File: src/rtl/csel_pkg.sv
package csel_pkg;
   // control word field positions
   localparam int F_WAIT_LO = 0;
   localparam int F_SIZE_LO = 4;
   localparam int F_PW_LO   = 8;
   localparam int F_AT_LO   = 10;
   localparam int F_AT_EN   = 13;
   localparam int F_VALID   = 14;
   localparam int CTL_W     = 15;
   localparam int AT_W      = 3;
   localparam int WAIT_W    = 4;
   localparam int SIZE_W    = 4;

   typedef enum logic [1:0] {PW_8 = 2'd0, PW_16 = 2'd1, PW_32 = 2'd2} port_w_e;
   typedef enum logic [1:0] {ST_IDLE = 2'd0, ST_ACC = 2'd1, ST_ERR = 2'd2} seq_st_e;

   function automatic logic [3:0] lane_mask(input logic [1:0] pw, input logic [1:0] sz,
                                            input logic [1:0] a);
      logic [3:0] m;
      if (pw == PW_8)       m = 4'b0001;
      else if (pw == PW_16) m = (sz == 2'd0) ? (a[0] ? 4'b0010 : 4'b0001) : 4'b0011;
      else if (sz == 2'd0)  m = 4'b0001 << a;
      else if (sz == 2'd1)  m = a[1] ? 4'b1100 : 4'b0011;
      else                  m = 4'b1111;
      return m;
   endfunction
endpackage

File: src/rtl/csel_bank_regs.sv
module csel_bank_regs
   import csel_pkg::*;
#(
   parameter int NUM_BANKS = 8,
   parameter int ADDR_W    = 32,
   localparam int IDX_W    = $clog2(NUM_BANKS)
) (
   input  logic                                clk,
   input  logic                                rst_n,
   input  logic                                we,
   input  logic [IDX_W-1:0]                    bank,
   input  logic                                sel,
   input  logic [ADDR_W-1:0]                   wdata,
   output logic [NUM_BANKS-1:0][ADDR_W-1:0]    base,
   output logic [NUM_BANKS-1:0][CTL_W-1:0]     ctl
);
   // boot bank: enabled, whole space, 32-bit port, slowest timing
   localparam logic [CTL_W-1:0] BOOT_CTL = CTL_W'((1 << F_VALID) | (2 << F_PW_LO) |
                                                  (15 << F_SIZE_LO) | (15 << F_WAIT_LO));

   for (genvar i = 0; i < NUM_BANKS; i++) begin : g_bank
      localparam logic [CTL_W-1:0] RST_CTL = (i == 0) ? BOOT_CTL : '0;
      always_ff @(posedge clk or negedge rst_n) begin
         if (!rst_n) begin
            base[i] <= '0;
            ctl[i]  <= RST_CTL;
         end else if (we && (int'(bank) == i)) begin
            if (sel) ctl[i]  <= wdata[CTL_W-1:0];
            else     base[i] <= wdata;
         end
      end
   end
endmodule

File: src/rtl/csel_bank_match.sv
module csel_bank_match
   import csel_pkg::*;
#(
   parameter int NUM_BANKS = 8,
   parameter int ADDR_W    = 32,
   parameter int MIN_LOG2  = 15,
   parameter int MAX_CODE  = 13,
   localparam int IDX_W    = $clog2(NUM_BANKS)
) (
   input  logic [NUM_BANKS-1:0][ADDR_W-1:0] base,
   input  logic [NUM_BANKS-1:0][CTL_W-1:0]  ctl,
   input  logic [ADDR_W-1:0]                addr,
   input  logic [AT_W-1:0]                  atype,
   output logic                             hit_any,
   output logic [IDX_W-1:0]                 win_idx
);
   localparam logic [ADDR_W-1:0] ONE = ADDR_W'(1);
   logic [NUM_BANKS-1:0] hit;

   for (genvar i = 0; i < NUM_BANKS; i++) begin : g_cmp
      logic [SIZE_W-1:0] code;
      logic [ADDR_W-1:0] mask;
      logic              type_ok;
      assign code = ctl[i][F_SIZE_LO +: SIZE_W];
      always_comb begin
         if (int'(code) > MAX_CODE) mask = '0;
         else mask = ~((ONE << (MIN_LOG2 + int'(code))) - ONE);
      end
      assign type_ok = !ctl[i][F_AT_EN] || (atype == ctl[i][F_AT_LO +: AT_W]);
      assign hit[i]  = ctl[i][F_VALID] && (((addr ^ base[i]) & mask) == '0) && type_ok;
   end

   // lowest index wins
   always_comb begin
      win_idx = '0;
      for (int j = NUM_BANKS - 1; j >= 0; j--)
         if (hit[j]) win_idx = IDX_W'(j);
   end
   assign hit_any = |hit;
endmodule

File: src/rtl/csel_wait_seq.sv
module csel_wait_seq
   import csel_pkg::*;
#(
   parameter int NUM_BANKS = 8,
   parameter int BEATS     = 4,
   parameter bit BURST_EN  = 1'b1,
   localparam int IDX_W    = $clog2(NUM_BANKS),
   localparam int BEAT_W   = $clog2(BEATS + 1)
) (
   input  logic                 clk,
   input  logic                 rst_n,
   input  logic                 req,
   input  logic                 hit_any,
   input  logic [IDX_W-1:0]     win_idx,
   input  logic [WAIT_W-1:0]    win_wait,
   input  logic [3:0]           win_lanes,
   input  logic                 write,
   input  logic                 burst,
   output logic [NUM_BANKS-1:0] cs,
   output logic                 oe,
   output logic [3:0]           be,
   output logic                 ta,
   output logic                 terr
);
   seq_st_e           st_q;
   logic [WAIT_W-1:0] cnt_q, wait_q;
   logic [BEAT_W-1:0] left_q, beats_m1;

   if (BURST_EN) begin : g_burst
      assign beats_m1 = burst ? BEAT_W'(BEATS - 1) : '0;
   end else begin : g_single
      assign beats_m1 = '0;
   end

   always_ff @(posedge clk or negedge rst_n) begin
      if (!rst_n) begin
         st_q <= ST_IDLE; cnt_q <= '0; wait_q <= '0; left_q <= '0;
         cs <= '0; oe <= 1'b0; be <= '0; ta <= 1'b0; terr <= 1'b0;
      end else begin
         unique case (st_q)
            ST_IDLE: if (req) begin
               if (hit_any) begin
                  cs     <= NUM_BANKS'(1) << win_idx;
                  oe     <= !write;
                  be     <= win_lanes;
                  cnt_q  <= win_wait;
                  wait_q <= win_wait;
                  left_q <= beats_m1;
                  st_q   <= ST_ACC;
               end else begin
                  terr <= 1'b1;
                  st_q <= ST_ERR;
               end
            end
            ST_ACC: begin
               if (ta) begin
                  ta <= 1'b0;
                  if (left_q == '0) begin
                     cs <= '0; oe <= 1'b0; be <= '0;
                     st_q <= ST_IDLE;
                  end else begin
                     left_q <= left_q - 1'b1;
                     cnt_q  <= wait_q;
                  end
               end else if (cnt_q == '0) ta <= 1'b1;
               else cnt_q <= cnt_q - 1'b1;
            end
            ST_ERR: begin
               terr <= 1'b0;
               st_q <= ST_IDLE;
            end
            default: st_q <= ST_IDLE;
         endcase
      end
   end

   assert_cs_onehot_R10: assert property (@(posedge clk) disable iff (!rst_n) $onehot0(cs));
   assert_ta_under_cs_R7: assert property (@(posedge clk) disable iff (!rst_n) ta |-> (cs != '0));
   assert_err_alone_R6: assert property (@(posedge clk) disable iff (!rst_n)
      terr |-> (cs == '0 && !ta));
   assert_ta_no_repeat_R8: assert property (@(posedge clk) disable iff (!rst_n) ta |=> !ta);
   assert_cs_hold_R8: assert property (@(posedge clk) disable iff (!rst_n)
      ((cs != '0) && !ta) |=> $stable(cs));
   assert_oe_under_cs_R9: assert property (@(posedge clk) disable iff (!rst_n) oe |-> (cs != '0));
endmodule

File: src/rtl/csel_wait_ctrl.sv
module csel_wait_ctrl
   import csel_pkg::*;
#(
   parameter int NUM_BANKS = 8,
   parameter int ADDR_W    = 32,
   parameter int MIN_LOG2  = 15,
   parameter int MAX_CODE  = 13,
   parameter int BEATS     = 4,
   parameter bit BURST_EN  = 1'b1,
   localparam int IDX_W    = $clog2(NUM_BANKS)
) (
   input  logic                 clk,
   input  logic                 rst_n,
   input  logic                 cfg_we,
   input  logic [IDX_W-1:0]     cfg_bank,
   input  logic                 cfg_sel,
   input  logic [ADDR_W-1:0]    cfg_wdata,
   input  logic                 acc_req,
   input  logic [ADDR_W-1:0]    acc_addr,
   input  logic [AT_W-1:0]      acc_type,
   input  logic                 acc_write,
   input  logic [1:0]           acc_size,
   input  logic                 acc_burst,
   output logic [NUM_BANKS-1:0] cs,
   output logic                 oe,
   output logic [3:0]           be,
   output logic                 ta,
   output logic                 terr
);
   if (NUM_BANKS < 2 || NUM_BANKS > 16) begin : g_bad_banks
      $error("csel_wait_ctrl: NUM_BANKS out of range");
   end
   if (ADDR_W < CTL_W || MIN_LOG2 + MAX_CODE >= ADDR_W) begin : g_bad_addr
      $error("csel_wait_ctrl: ADDR_W too small for size codes");
   end
   if (BEATS < 2) begin : g_bad_beats
      $error("csel_wait_ctrl: BEATS must be at least 2");
   end

   logic [NUM_BANKS-1:0][ADDR_W-1:0] base;
   logic [NUM_BANKS-1:0][CTL_W-1:0]  ctl;
   logic                             hit_any;
   logic [IDX_W-1:0]                 win_idx;
   logic [CTL_W-1:0]                 win_ctl;
   logic [3:0]                       lanes;

   csel_bank_regs #(.NUM_BANKS(NUM_BANKS), .ADDR_W(ADDR_W)) regs_i (
      .clk(clk), .rst_n(rst_n), .we(cfg_we), .bank(cfg_bank), .sel(cfg_sel),
      .wdata(cfg_wdata), .base(base), .ctl(ctl));

   csel_bank_match #(.NUM_BANKS(NUM_BANKS), .ADDR_W(ADDR_W), .MIN_LOG2(MIN_LOG2),
                     .MAX_CODE(MAX_CODE)) match_i (
      .base(base), .ctl(ctl), .addr(acc_addr), .atype(acc_type),
      .hit_any(hit_any), .win_idx(win_idx));

   assign win_ctl = ctl[win_idx];
   assign lanes   = lane_mask(win_ctl[F_PW_LO +: 2], acc_size, acc_addr[1:0]);

   csel_wait_seq #(.NUM_BANKS(NUM_BANKS), .BEATS(BEATS), .BURST_EN(BURST_EN)) seq_i (
      .clk(clk), .rst_n(rst_n), .req(acc_req), .hit_any(hit_any), .win_idx(win_idx),
      .win_wait(win_ctl[F_WAIT_LO +: WAIT_W]), .win_lanes(lanes), .write(acc_write),
      .burst(acc_burst), .cs(cs), .oe(oe), .be(be), .ta(ta), .terr(terr));
endmodule

File: config.mk
export PLATFORM = sky130hd
export DESIGN_NAME = csel_wait_ctrl
export DESIGN_NICKNAME = d
export VERILOG_FILES = /design/src/rtl/csel_pkg.sv /design/src/rtl/csel_bank_regs.sv /design/src/rtl/csel_bank_match.sv /design/src/rtl/csel_wait_seq.sv /design/src/rtl/csel_wait_ctrl.sv
export SDC_FILE = /design/constraint.sdc
export NUM_CORES = 1
export LEC_CHECK = 0
export ABC_AREA = 1
export CORE_UTILIZATION = 55
export CTS_CLUSTER_DIAMETER = 150
export DETAILED_ROUTE_END_ITERATION = 7
export DONT_BUFFER_PORTS = 1
export PLACE_DENSITY = 0.8
export SLEW_MARGIN = 10
export SYNTH_ARGS = -nofsm -noshare
export SYNTH_HDL_FRONTEND = slang
export SYNTH_SLANG_ARGS = --single-unit
export TNS_END_PERCENT = 30
File: constraint.sdc
create_clock -name clk -period 3.65 [get_ports clk]
set_clock_uncertainty 0.15 [all_clocks]
set_input_delay 0.365 -clock clk [delete_from_list [all_inputs] [get_ports clk]]
set_output_delay 0.365 -clock clk [all_outputs]
set_load 0.02 [all_outputs]
Yosys cells after proc, flatten, opt, wreduce, memory -nomap -nowiden

Index checks and enable logic that the tools add are counted.

Register bits: 404
Input bits: 79
Logic and storage cells: 256

Add/sub/neg operators: 18
$lt $le $gt $ge: 9
Equal/unequal tests: 27
Shift operators: 10
Muxes and demuxes: 62
Bitwise gates (word level): 25
Reductions and logical operators: 80

Operators with widths:

| cell                  | number |
|---|---|
| $and 32x32->32        | 8 |
| $logic_not 32->1      | 8 |
| $mux 32               | 8 |
| $not 32->32           | 8 |
| $shl 1x32->32 const A | 8 |
| $sub 32x1->32 const B | 8 |
| $xor 32x32->32        | 8 |
| $mux 4                | 14 |
| $bmux 15 s3           | 1 |
| $add 4x4->5 const A   | 8 |
| $mux 3                | 12 |
| $gt 4x4->1 const B    | 8 |
| $mux 8                | 4 |
| $reduce_and 2->1      | 16 |
| $eq 3x3->1            | 8 |
| $logic_and 1x1->1     | 24 |
| $pmux 4 s2            | 2 |
| $pmux 8 s2            | 1 |
| $reduce_and 5->1      | 3 |
| $mux 2                | 7 |
| $eq 3x3->1 const B    | 4 |
| $mux 10               | 1 |
| $logic_not 1->1       | 9 |
| $reduce_and 3->1      | 3 |
| 24 further kinds      | 50 |

Depth between registers and ports, before layout

Word-level depth: 25
Depth in mapped cells: 29

By module

Synthesis repeated with hierarchy kept, for this count alone.

Cells, all modules: 2990
Area, all modules: 22788.1 um2

By module, submodules not included:

| module          | instances | cells each | area each (um2) | sequential area each (um2) |
|---|---|---|---|---|
| csel_bank_regs  | 1         | 1714       | 15208.3         | 9421.5 |
| csel_bank_match | 1         | 963        | 5422.7          | 0.0 |
| csel_wait_seq   | 1         | 172        | 1511.4          | 700.7 |
| csel_wait_ctrl  | 1         | 141        | 645.6           | 0.0 |

Worst setup path before layout

OpenSTA, ideal clock, no wires.

Path kind: register to register
From: reg regs_i.ctl[4] (netlist bit)
To: reg seq_i.be[0]
Data arrival time: 2.337 ns
Required time: 3.383 ns
Setup slack: 1.047 ns
Stages on the path, launching flop included: 25
Path buffers: 1
Period minus slack after synthesis: 2.603 ns
Path through: dfstp_2 > inv_1 > nor2_1 > nand2_1 > nor2_1 > o21ai_1 > nand3_1 > nand4_1 > nor2_1 > nand2_1 > nand2_1 > nand2_2 > nand2_4 > inv_2 > nand2_2 > buf_6 > nor3_1 > nor2_1 > nand3_2 > nand2_2 > nand2_1 > nand2_1 > nand3_1 > nand2_1 > nand2_1

Cells in the longest elaborated chain, start to end: 18
Elaborated cells on any way between the ends: 23
Classes of those cells: 2 x add/sub; 1 x order compare; 2 x eq/ne; 1 x shift; 9 x mux; 2 x bitwise; 6 x reduce/logical

RTL lines:

| what                                | line                  | text |
|---|---|---|
| start: declaration                  | csel_bank_regs.sv:15  | `output logic [NUM_BANKS-1:0][CTL_W-1:0] ctl` |
| start signal: indexed assignment    | csel_bank_regs.sv:28  | `if (sel) ctl[i] <= wdata[CTL_W-1:0];` |
| $add 4x4->5                         | csel_bank_match.sv:27 | `else mask = ~((ONE << (MIN_LOG2 + int'(code))) - ONE);` |
| $shl 1x32->32                       | csel_bank_match.sv:27 |  |
| $sub 32x1->32                       | csel_bank_match.sv:27 |  |
| $not 32->32                         | csel_bank_match.sv:27 |  |
| $mux 32 (*)                         | csel_bank_match.sv:26 | `if (int'(code) > MAX_CODE) mask = '0;` |
| $and 32x32->32 (*)                  | csel_bank_match.sv:30 | `assign hit[i] = ctl[i][F_VALID] && (((addr ^ base[i]) & mask) == '0) && type_ok;` |
| $logic_not 32->1 (*)                | csel_bank_match.sv:30 |  |
| $logic_and 1x1->1 (*) (2 in series) | csel_bank_match.sv:30 |  |
| $mux 3                              | csel_bank_match.sv:37 | `if (hit[j]) win_idx = IDX_W'(j);` |
| $bmux 15 s3                         | csel_wait_ctrl.sv:56  | `assign win_ctl = ctl[win_idx];` |
| $mux 10 (not written as such)       | csel_wait_ctrl.sv:56  |  |
| $eq 2x1->1                          | csel_pkg.sv:21        | `else if (pw == PW_16) m = (sz == 2'd0) ? (a[0] ? 4'b0010 : 4'b0001) : 4'b0011;` |
| $mux 4                              | csel_pkg.sv:21        |  |
| $mux 4                              | csel_pkg.sv:20        | `if (pw == PW_8) m = 4'b0001;` |
| $mux 4                              | csel_wait_seq.sv:42   | `if (hit_any) begin` |
| $mux 4                              | csel_wait_seq.sv:41   | `ST_IDLE: if (req) begin` |
| $pmux 4 s2                          | csel_wait_seq.sv:40   | `unique case (st_q)` |
| end signal: assignment              | csel_wait_seq.sv:45   | `be <= win_lanes;` |
| end: declaration                    | csel_wait_seq.sv:21   | `output logic [3:0] be,` |

Every way passes the cells marked *; elsewhere a longest branch is shown, timed or not. The select of a mux whose other input is x is not followed.
A chain may end at the register's enable or synchronous reset.

Worst setup path in the final report

From: reg regs_i.ctl[4] (netlist bit)
To: reg seq_i.cs[0]

Cells in the longest elaborated chain, start to end: 14
Elaborated cells on any way between the ends: 18
Classes of those cells: 2 x add/sub; 1 x order compare; 1 x eq/ne; 2 x shift; 5 x mux; 2 x bitwise; 5 x reduce/logical

RTL lines:

| what                                | line                  | text |
|---|---|---|
| $add 4x4->5                         | csel_bank_match.sv:27 |  |
| $shl 1x32->32                       | csel_bank_match.sv:27 |  |
| $sub 32x1->32                       | csel_bank_match.sv:27 |  |
| $not 32->32                         | csel_bank_match.sv:27 |  |
| $mux 32 (*)                         | csel_bank_match.sv:26 |  |
| $and 32x32->32 (*)                  | csel_bank_match.sv:30 |  |
| $logic_not 32->1 (*)                | csel_bank_match.sv:30 |  |
| $logic_and 1x1->1 (*) (2 in series) | csel_bank_match.sv:30 |  |
| $mux 3                              | csel_bank_match.sv:37 |  |
| $shl 1x3->8                         | csel_wait_seq.sv:43   | `cs <= NUM_BANKS'(1) << win_idx;` |
| $mux 8                              | csel_wait_seq.sv:42   |  |
| $mux 8                              | csel_wait_seq.sv:41   |  |
| $pmux 8 s2                          | csel_wait_seq.sv:40   |  |
| end signal: assignment              | csel_wait_seq.sv:43   |  |
| end: declaration                    | csel_wait_seq.sv:19   | `output logic [NUM_BANKS-1:0] cs,` |

Marks and branches as above.

==> run_results.csv <==
group,metric,value,unit
run_status,status,"finished, violations left",
run_status,violations,"hold timing",
place,pre_cts_slack,0.2904,ns
timing,timing.hold.ws,-0.6316,ns
route,ant_nets,0,
setup_path,slowest_stage,"dfstp_2",
pwr,seqPwrFrac,0.450,
route,drtIter0Drc,1770,
route,dr_total_vias,16250,
global_routing,track_usage,0.3180,
cells_and_area,final_nets,2446,
cells_and_area,nFillCells,2976,
setup_path,reg2reg_from,"regs_i.ctl[4]$_DFFE_PN1P_",
setup_path,r2r_cells,18,
global_routing,grt_first_pass_wirelength,84.91,mm
min_path,hp-class,"input port to asynchronous set/reset pin",
pwr,ir_drop,0.4043,mV
place,io_buffers,0,
pwr,p_sw,0.003802,W
setup_path,path_cells,"inv_1, nor2_1, nand2_1, o211ai_1, a21oi_1, nand2_1, nor2_1, nand2_1, nand2_1, nand2_2, nand2_4, nor2_1, nand3_1, nand2_1, inv_1, nand2_1, nand2_1, o21ai_0",
setup_path,worstPathArrival,3.74,ns
synthesis,syn_inst,2415,
global_routing,overflow,0,
timing,fin_setup_tns,0,ns
job,drv_cap,0,
die,fp.dieW,186.5,um
pwr,p_leak,9.780,nW
setup_path,rr_endpoint,"seq_i.cs[0]$_DFFE_PN0P_",
pwr,swShare,0.3197,
setup_path,worst-path-buf-inv,2,
timing,slew_violations,0,
timing,setup_viol,0,
setup_path,worstPathMaxFanout,13,
cells_and_area,drive_above_1_share,0.06415,
timing,fin_crit_sh,0.9397,
timing,finalHoldViolCount,348,
timing,worst_pin_slew,1.181,ns
setup_path,worst_path_dominant_cell_family,"simple AND/OR/NAND/NOR gates",
clock_network,clock_latency,0.57,ns
setup_path,crit_top_cell,"nand2_1",
clock_network,root_buffer,"clkbuf_16",
clock_network,cts_tree,"done",
route,routed_wl,54.91,mm
setup_path,start_kind,"register",
global_routing,grt_max_degree,349,
setup_path,max_stage_delay,0.55,ns
global_routing,grt_pass1_vias,15170,
synthesis,yosysSeqAreaShare,0.4659,
pwr,p_int,0.008090,W
die,ios,94,
synthesis,syn_avg_cell_area,7.751,um^2
die,die_area,34780,um^2
synthesis,synth-edff-count,0,
cells_and_area,antenna_cells,0,
clock_network,cts_sinks,348,
cells_and_area,final_common_cell,"nand2_1",
setup_path,r2r_setup_slack,0.22,ns
timing,fmax,0.2916,GHz
synthesis,synth_seq_cells,348,
die,floorplan.initialDensity,0.5582,
route,first_pass_iters,6,
global_routing,antenna_found_initial,4,
pwr,clkPwrFrac,0.343,
place,hpwl,35.77,mm
clock_network,cts.clk_slew.worst_paths,0.06,ns
clock_network,cts_max_path_buffers,3,
route,viasPerCell,5.735,
synthesis,synth_ff_type,"dfrtp_1",
cells_and_area,mostFrequentLayoutCells,"nand2_1 (720), o21ai_0 (385), dfrtp_1 (337), inv_1 (159), nor2_1 (148)",
synthesis,synth_area,18720,um^2
synthesis,yosys.cell_types.count,51,
clock_network,cts_buffers,39,
place,gp_congestion,0.9077,
clock_network,htreeDepth,2,
route,drcViolationCount,0,
die,die_h,186.5,um
clock_network,post-cts-setup-buffers,0,
pwr,p_per_area,587.7,nW/um^2
synthesis,yosys_warnings,0,
setup_path,worst_setup_path_end_kind,"register",
pwr,pwr-share-comb,0.207,
setup_path,critPathKind,"register to register",
die,coreArea,33530,um^2
setup_path,crit_required,3.96,ns
die,num_rows,67,
route,wl_per_cell,19.38,um
timing,final.min_clock_period,3.430,ns
timing,worst_slack,0.2203,ns
cells_and_area,finish.utilization,0.6035,
timing,relSlewSlack,0.2105,
clock_network,hold_buffers,13,
setup_path,worstSetupStartpoint,"regs_i.ctl[4]$_DFFE_PN1P_",
synthesis,ys_async_sr_fraction,1.000,
cells_and_area,syn_to_final_growth,8.101,%
timing,rsz0062_at_grt,"false",
[cell usage after synthesis (26+ instances only)]
master / n / area [um^2]
clkbuf_1: 90 / 337.8
o21ai_0: 385 / 1927
nand4_1: 38 / 237.7
buf_2: 26 / 130.1
a21oi_1: 35 / 175.2
dfrtp_1: 338 / 8458
xor2_1: 93 / 814.5
inv_1: 159 / 596.8
nand3_1: 117 / 585.6
nand2_1: 720 / 2703
xnor2_1: 79 / 691.9
nor2_1: 148 / 555.5
[area by class of cell]
type	count	area, um^2	area share
clock inverter	19	190.2	0.009398
clock buffer	52	1137	0.05620
tap	448	560.5	0.02770
timing repair buffer	26	227.7	0.01125
multi-input combinational	1761	8726	0.4312
inverter	179	671.9	0.03320
sequential	348	8722	0.4310
[flip-flops by register name, indices dropped and copies added (netlist names), 2 cells and up]
register,cells
seq_i.cs,8
seq_i.cnt_q,4
regs_i.base,200
seq_i.st_q,2
seq_i.be,4
regs_i.ctl,120
seq_i.left_q,3
seq_i.wait_q,4
[metrics by stage]
stage | hold WS [ns] | instances | cell area [um^2] | power (W)
finish | -0.6316 | 2833 | 20240 | 0.01189
global route | -0.6459 | 2833 | 20240 | 0.01254
CTS | -0.6553 | 2833 | 20230 | 0.01187
detailed placement | -0.06592 | 2749 | 18770 | 0.007767
global placement | -0.06473 | 2749 | 18770 | 0.007649
floorplan | -0.08059 | 2430 | 18780 | 0.007227
[timing repair]
item	in CTS	in global routing
setup endpoints to repair	0	4
resized for setup	0	2
hold endpoints to repair	393	348
[worst reg2reg max path: stages (launching register included)]
cell and delay, ns:
dfstp_2 0.55, inv_1 0.05, nor2_1 0.25, nand2_1 0.15, o211ai_1 0.19, a21oi_1 0.11
nand2_1 0.08, nor2_1 0.04, nand2_1 0.05, nand2_1 0.13, nand2_2 0.18, nand2_4 0.10
nor2_1 0.30, nand3_1 0.21, nand2_1 0.12, inv_1 0.08, nand2_1 0.37, nand2_1 0.11
o21ai_0 0.11
[cell families (layout without fill, tap and decap cells)]
kind of cell,count (synthesis),in the layout,synth area share
AOI/OAI and AO/OA,474,474,0.1318
xor gates and xnor gates,172,172,0.08048
adders and majority gates,12,12,0.008021
buffers and inverters,321,276,0.07179
DFF,348,348,0.4659
other,1,16,0.0002003
and+or+nand+nor,1087,1087,0.2418
[worst max path at each step]
stage                              end  cells after the start
4_1_cts        seq_i.be[1]$_DFFE_PN0P_                     25
6_report       seq_i.cs[0]$_DFFE_PN0P_                     18
3_5_place_dp   seq_i.be[1]$_DFFE_PN0P_                     25
5_1_grt        seq_i.cs[1]$_DFFE_PN0P_                     18
3_3_place_gp   seq_i.be[0]$_DFFE_PN0P_                     25
2_1_floorplan  seq_i.be[0]$_DFFE_PN0P_                     24
[layer usage]
layer,share of wire,track usage,vias to the layer above
li1,-,-,7623
met1,0.43,0.4503,7757
met2,0.44,0.4858,743
met3,0.093,0.05812,123
met4,0.036,0.1252,0
met5,0,0,-
[power groups by stage]
stage / Combinational [W] / Clock, W / Sequential [W]
2_1_floorplan: 0.00207 / 0 / 0.00516
4_1_cts: 0.00242 / 0.00412 / 0.00533
3_3_place_gp: 0.00230 / 0 / 0.00535
5_1_grt: 0.00282 / 0.00427 / 0.00545
6_report: 0.00246 / 0.00408 / 0.00535
3_5_place_dp: 0.00238 / 0 / 0.00539
Power figures use the tool's default switching activity.
